==> src/rtl/chsw_pkg.sv <==
package chsw_pkg;

  // Strobes and levels from control to datapath
  typedef struct packed {
    logic shiftIn;    // sample SDA into receive shifter
    logic storeCmd;   // latch received byte into control register
    logic loadTx;     // load transmit shifter from control register
    logic shiftTx;    // advance transmit shifter
    logic clearPend;  // START seen: drop pending selection
    logic applyPend;  // STOP seen: apply pending selection
    logic driveAck;   // level: acknowledge phase
    logic driveTx;    // level: read data phase
  } chswStrobe_t;

  typedef enum logic [2:0] {
    ST_IDLE,
    ST_ADDR,
    ST_ADDR_ACK,
    ST_WR,
    ST_WR_ACK,
    ST_RD,
    ST_RD_ACK,
    ST_IGNORE
  } chswState_t;

endpackage

==> src/rtl/chsw_busSync.sv <==
module chsw_busSync #(
  parameter int SYNC_STAGES = 2
) (
  input  logic clk,
  input  logic rstN,
  input  logic sclIn,
  input  logic sdaIn,
  output logic sclLvl,
  output logic sdaLvl,
  output logic sclRise,
  output logic sclFall,
  output logic startDet,
  output logic stopDet
);

  localparam int PIPE_W = SYNC_STAGES + 1;

  logic [PIPE_W-1:0] sclPipe;
  logic [PIPE_W-1:0] sdaPipe;
  logic sclPrev;
  logic sdaPrev;

  always_ff @(posedge clk or negedge rstN) begin
    if (!rstN) begin
      sclPipe <= '1;
      sdaPipe <= '1;
    end else begin
      sclPipe <= {sclPipe[PIPE_W-2:0], sclIn};
      sdaPipe <= {sdaPipe[PIPE_W-2:0], sdaIn};
    end
  end

  assign sclLvl  = sclPipe[SYNC_STAGES-1];
  assign sdaLvl  = sdaPipe[SYNC_STAGES-1];
  assign sclPrev = sclPipe[SYNC_STAGES];
  assign sdaPrev = sdaPipe[SYNC_STAGES];

  assign sclRise  = sclLvl & ~sclPrev;
  assign sclFall  = ~sclLvl & sclPrev;
  assign startDet = sclLvl & sclPrev & sdaPrev & ~sdaLvl;
  assign stopDet  = sclLvl & sclPrev & ~sdaPrev & sdaLvl;

endmodule

==> src/rtl/chsw_ctrl.sv <==
module chsw_ctrl
  import chsw_pkg::*;
#(
  parameter logic [6:0] ADDR = 7'h70
) (
  input  logic        clk,
  input  logic        rstN,
  input  logic        sclRise,
  input  logic        sclFall,
  input  logic        startDet,
  input  logic        stopDet,
  input  logic        sdaLvl,
  input  logic [7:0]  rxByte,
  output chswStrobe_t stb
);

  localparam int BITS_PER_BYTE = 8;
  localparam int CNT_W = $clog2(BITS_PER_BYTE + 1);
  localparam logic [CNT_W-1:0] LAST_BIT = CNT_W'(BITS_PER_BYTE);

  chswState_t       state;
  logic [CNT_W-1:0] bitCnt;
  logic             hostNack;
  logic             addrHit;
  logic             readDir;
  logic             byteDone;

  assign addrHit  = (rxByte[7:1] == ADDR);
  assign readDir  = rxByte[0];
  assign byteDone = sclFall && (bitCnt == LAST_BIT);

  always_comb begin
    stb           = '0;
    stb.driveAck  = (state == ST_ADDR_ACK) || (state == ST_WR_ACK);
    stb.driveTx   = (state == ST_RD);
    stb.clearPend = startDet;
    stb.applyPend = stopDet;
    stb.shiftIn   = sclRise && ((state == ST_ADDR) || (state == ST_WR));
    stb.storeCmd  = (state == ST_WR) && byteDone && !startDet && !stopDet;
    stb.loadTx    = sclFall && !startDet && !stopDet &&
                    (((state == ST_ADDR_ACK) && readDir) ||
                     ((state == ST_RD_ACK) && !hostNack));
    stb.shiftTx   = (state == ST_RD) && sclFall && (bitCnt != LAST_BIT);
  end

  always_ff @(posedge clk or negedge rstN) begin
    if (!rstN) begin
      state    <= ST_IDLE;
      bitCnt   <= '0;
      hostNack <= 1'b0;
    end else if (startDet) begin
      state  <= ST_ADDR;
      bitCnt <= '0;
    end else if (stopDet) begin
      state <= ST_IDLE;
    end else begin
      unique case (state)
        ST_ADDR: begin
          if (sclRise) bitCnt <= bitCnt + 1'b1;
          if (byteDone) state <= addrHit ? ST_ADDR_ACK : ST_IGNORE;
        end
        ST_ADDR_ACK: begin
          if (sclFall) begin
            bitCnt <= '0;
            state  <= readDir ? ST_RD : ST_WR;
          end
        end
        ST_WR: begin
          if (sclRise) bitCnt <= bitCnt + 1'b1;
          if (byteDone) state <= ST_WR_ACK;
        end
        ST_WR_ACK: begin
          if (sclFall) begin
            bitCnt <= '0;
            state  <= ST_WR;
          end
        end
        ST_RD: begin
          if (sclRise) bitCnt <= bitCnt + 1'b1;
          if (byteDone) state <= ST_RD_ACK;
        end
        ST_RD_ACK: begin
          if (sclRise) hostNack <= sdaLvl;
          if (sclFall) begin
            bitCnt <= '0;
            state  <= hostNack ? ST_IGNORE : ST_RD;
          end
        end
        default: ;
      endcase
    end
  end

endmodule

==> src/rtl/chsw_datapath.sv <==
module chsw_datapath
  import chsw_pkg::*;
#(
  parameter int NCH = 8
) (
  input  logic           clk,
  input  logic           rstN,
  input  chswStrobe_t    stb,
  input  logic           sdaLvl,
  output logic [7:0]     rxByte,
  output logic [NCH-1:0] ctrlReg,
  output logic [NCH-1:0] chanEn,
  output logic           sdaPullLow
);

  localparam int BYTE_W = 8;

  logic [BYTE_W-1:0] rxShift;
  logic [BYTE_W-1:0] txShift;
  logic [BYTE_W-1:0] txByte;
  logic              pending;

  // Zero-extend the channel field to a full byte for reads
  for (genvar i = 0; i < BYTE_W; i++) begin : g_txByte
    if (i < NCH) begin : g_chan
      assign txByte[i] = ctrlReg[i];
    end else begin : g_pad
      assign txByte[i] = 1'b0;
    end
  end

  always_ff @(posedge clk or negedge rstN) begin
    if (!rstN) begin
      rxShift <= '0;
    end else if (stb.shiftIn) begin
      rxShift <= {rxShift[BYTE_W-2:0], sdaLvl};
    end
  end

  always_ff @(posedge clk or negedge rstN) begin
    if (!rstN) begin
      ctrlReg <= '0;
      pending <= 1'b0;
      chanEn  <= '0;
    end else begin
      if (stb.storeCmd) begin
        ctrlReg <= rxShift[NCH-1:0];
        pending <= 1'b1;
      end else if (stb.clearPend) begin
        pending <= 1'b0;
      end else if (stb.applyPend) begin
        if (pending) chanEn <= ctrlReg;
        pending <= 1'b0;
      end
    end
  end

  always_ff @(posedge clk or negedge rstN) begin
    if (!rstN) begin
      txShift    <= '0;
      sdaPullLow <= 1'b0;
    end else begin
      if (stb.loadTx)       txShift <= txByte;
      else if (stb.shiftTx) txShift <= {txShift[BYTE_W-2:0], 1'b0};
      sdaPullLow <= stb.driveAck | (stb.driveTx & ~txShift[BYTE_W-1]);
    end
  end

  assign rxByte = rxShift;

endmodule

==> src/rtl/chsw_top.sv <==
module chsw_top
  import chsw_pkg::*;
#(
  parameter logic [6:0] ADDR = 7'h70,
  parameter int         NCH  = 8     // 1 to 8 channels
) (
  input  logic           clk,
  input  logic           rstN,
  input  logic           sclIn,
  input  logic           sdaIn,
  output logic           sdaPullLow,
  output logic [NCH-1:0] chanEn
);

  logic        sclLvl;
  logic        sdaLvl;
  logic        sclRise;
  logic        sclFall;
  logic        startDet;
  logic        stopDet;
  logic [7:0]  rxByte;
  logic [NCH-1:0] ctrlReg;
  chswStrobe_t stb;

  chsw_busSync #(.SYNC_STAGES(2)) u_sync (
    .clk(clk), .rstN(rstN), .sclIn(sclIn), .sdaIn(sdaIn),
    .sclLvl(sclLvl), .sdaLvl(sdaLvl), .sclRise(sclRise), .sclFall(sclFall),
    .startDet(startDet), .stopDet(stopDet)
  );

  chsw_ctrl #(.ADDR(ADDR)) u_ctrl (
    .clk(clk), .rstN(rstN), .sclRise(sclRise), .sclFall(sclFall),
    .startDet(startDet), .stopDet(stopDet), .sdaLvl(sdaLvl),
    .rxByte(rxByte), .stb(stb)
  );

  chsw_datapath #(.NCH(NCH)) u_dp (
    .clk(clk), .rstN(rstN), .stb(stb), .sdaLvl(sdaLvl),
    .rxByte(rxByte), .ctrlReg(ctrlReg), .chanEn(chanEn),
    .sdaPullLow(sdaPullLow)
  );

endmodule

==> config.mk <==
export PLATFORM = sky130hd
export DESIGN_NAME = chsw_top
export DESIGN_NICKNAME = d
export VERILOG_FILES = /design/src/rtl/chsw_pkg.sv /design/src/rtl/chsw_busSync.sv /design/src/rtl/chsw_ctrl.sv /design/src/rtl/chsw_datapath.sv /design/src/rtl/chsw_top.sv
export SDC_FILE = /design/constraint.sdc
export NUM_CORES = 1
export LEC_CHECK = 0
export BUFFER_PORTS_ARGS = -buffer_cell sky130_fd_sc_hd__buf_2
export CORE_ASPECT_RATIO = 0.6
export CORE_UTILIZATION = 45
export CTS_CLUSTER_DIAMETER = 50
export DETAILED_ROUTE_END_ITERATION = 16
export GPL_TIMING_DRIVEN = 0
export SYNTH_ARGS = -nofsm -noshare
export SYNTH_HDL_FRONTEND = slang
export SYNTH_SLANG_ARGS = --single-unit
==> constraint.sdc <==
create_clock -name clk -period 4.7 [get_ports clk]
set_input_delay 0.47 -clock clk [delete_from_list [all_inputs] [get_ports clk]]
set_output_delay 0.47 -clock clk [all_outputs]
set_load 0.01 [all_outputs]
==> reports/summary.txt <==
Crit path largest cell delay: 0.69 ns
CTS sink cnt: 48
CP Buf/Inv Count: 0
via count: 1,365
WL final: 4.014 mm
Synth Instances: 161
WHS Path Cells: 1
ys flop type: dfrtp_1
Post-Syn Area: 2147 µm²
setup violators final: 0
Synth area leaders: dfrtp_1, mux2_2, dfstp_2, a22o_1, a21o_1
area leader, netlist: dfrtp_1
CP required: 4.89 ns
status: finished clean
WP depth: 4
Worst Path Arrival: 2.09 ns
count of pins over their slew limit: 0
R2R cell count: 4
Critical Path Slowest Stage Cell: a2111oi_4
Final Cycle Share: 0.4031
filler instances: 394
YS warnings: 0
global route total overflow: 0
Seq/Total Area, Yosys: 0.5629
Core ar.: 4588 µm²
CTS tree: yes
Clock Skew: 0.007647 ns
Post-CTS Setup Bufs: 0
f_max: 527.8 MHz
Syn Area/Cell: 13.34 µm²
n_diodes: 0
first-pass GRT wire length: 6.789 mm
DP HPWL: 2.894 mm
crit-path max FO: 10
Starting Density: 0.4680
die area: 5061 µm²
drt first pass iters: 5
Yosys top cell area share: 0.4895
cts hold-fix bufs: 0
peak supply drop: 0.0002286 V
GR Util All Layers: 0.1789
share of layout cells above drive strength 1: 0.3702
CTS clk-pin slew, worst paths: 0.08 ns
crit-path cells: nand3b_4 -> a2111oi_4 -> nor2_4 -> a21o_1
slew margin rel.: 0.2993
Netlist cell types: 45
power per cell area: 442.5 nW/µm²
# rows: 19
most common cell after layout, fill and taps aside: dfrtp_1
WL/cell: 16.45 µm
worst skew pair latency: 0.30 ns
Design Area, Final: 2380 µm²
Die Y: 55.51 µm
die width: 91.18 µm
setup TNS: 0 ns
DR iter-0 viols: 142
Final WS setup: 2.805 ns
vias per inst: 5.594
Slew @ Worst Pin: 1.051 ns
# IOs: 13
antenna viol nets, final: 0
RSZ-0062 raised after global routing: false
FF+latch count, synth: 48
Leakage: 0.001210 µW
Clock H-tree levels: 2
CTS resizes: 0
detailed-route DRC error count: 0
crit end category: flip-flop
antenna violations before repair: 0
RD Place Congestion: 0.8409
pin count of the biggest net entering global routing: 49
placed cell areas: 2286 µm²
Period minus WS final: 1.895 ns
Port Buffers: 12
Final Hold Slack: 0.2652 ns
type of the most critical hold path: in -> reg
commonest non-fill, non-tap cells in the layout: dfrtp_1, mux2_2, buf_2, a22o_1, a21o_1
number of global-route vias before repair: 1,337
Post-synth EDFFs: 0
Max clock buf depth: 2
fin nets: 186
Post-Syn Nets: 167
Top Family by Delay on Critical Path: compound AO/OA/AOI/OAI gates
Setup CP Type: reg -> reg
total CTS buffers: 5
final hold viol count: 0
Power Total: 1053 µW
startpoint types: flip-flop
worst slack, placed: 2.796 ns
Async SR Flop Fraction: 1.000
Root Driver: clkbuf_8
Max-Cap Viols: 0
Area Growth Syn to Fin: 10.84%
[synthesized netlist by cell type, drive strengths merged (2+ instances only)]
cell / number
inv: 4
nor3: 4
or3: 2
nand3b: 2
and4b: 3
nand2b: 3
a21o: 8
nor2: 7
or2: 2
nand4b: 2
nand2: 5
buf: 4
mux2: 26
o21ai: 4
dfrtp: 42
dfstp: 6
mux2i: 2
a211oi: 2
a21oi: 5
ha: 2
a22o: 8
a2111oi: 2
[stage by stage]
step,util,instances
4_1_cts,0.5187,244
5_1_grt,0.5187,244
3_5_place_dp,0.4982,236
6_report,0.5187,244
2_1_floorplan,-,161
3_3_place_gp,0.4982,236
[where the power goes]
part / switching [µW] / internal, µW
registers: 57.6 / 471
clock network: 133 / 120
logic: 155 / 117
[area by class of cell]
class                   count  area, µm²  share of cell area
flip-flops and latches     48       1209              0.5079
multi-input cells         104      898.4              0.3775
clock buffers               7      86.33             0.03628
well taps                  63      78.83             0.03312
repair buffers             12      60.06             0.02524
plain buffers               5      25.02             0.01052
inverters                   4      15.01            0.006309
clock inverters             1      7.507            0.003155
[registers in the layout, summed over array words and instances (netlist names)]
register,count
u_dp.chanEn,8
u_dp.ctrlReg,8
u_dp.rxByte,8
u_dp.txShift,8
u_ctrl.bitCnt,4
u_ctrl.state,3
u_sync.sclPipe,3
u_sync.sdaPipe,3
u_ctrl.hostNack,1
u_dp.pending,1
u_dp.sdaPullLow,1
[cell families (layout without fill, tap and decap cells)]
group,after synthesis,in the layout,share of synthesized area
buffers and inverters,9,29,0.01864
muxes,28,28,0.1457
DFF,48,48,0.5629
and+or+nand+nor,38,38,0.1247
AOI/OAI and AO/OA,36,36,0.1364
adders and majority gates,2,2,0.01165
[worst reg2reg max path, delay by kind of cell, from the launching register on]
family	cells	cell delay, ns
AOI/OAI and AO/OA	2	0.91
DFF	1	0.60
and+or+nand+nor	2	0.29
[routing by layer]
metal | part of all wire | track usage | wire length (µm) | vias to the layer above
met2 | 0.42 | 0.2424 | 1692 | 34
met3 | 0.061 | 0.06061 | 244 | 6
li1 | - | - | - | 642
met4 | 0.0080 | 0.04989 | 32 | 0
met1 | 0.51 | 0.2709 | 2045 | 683
met5 | 0 | 0 | 0 | -
[final timing paths]
path,startpoint,end,slack (ns)
setup reg to reg,u_sync.sclPipe[2],u_dp.txShift[2],2.81
max in group asynchronous,rstN,u_ctrl.bitCnt[0],3.70
min in group asynchronous,rstN,u_dp.chanEn[6],0.35
hold reg to reg,u_sync.sclPipe[0],u_sync.sclPipe[1],0.36
setup / recovery,u_sync.sclPipe[2],u_dp.txShift[2],2.81
hold / removal,sdaIn,u_sync.sdaPipe[0],0.27
No activity file was read; power rests on OpenSTA's default activity.
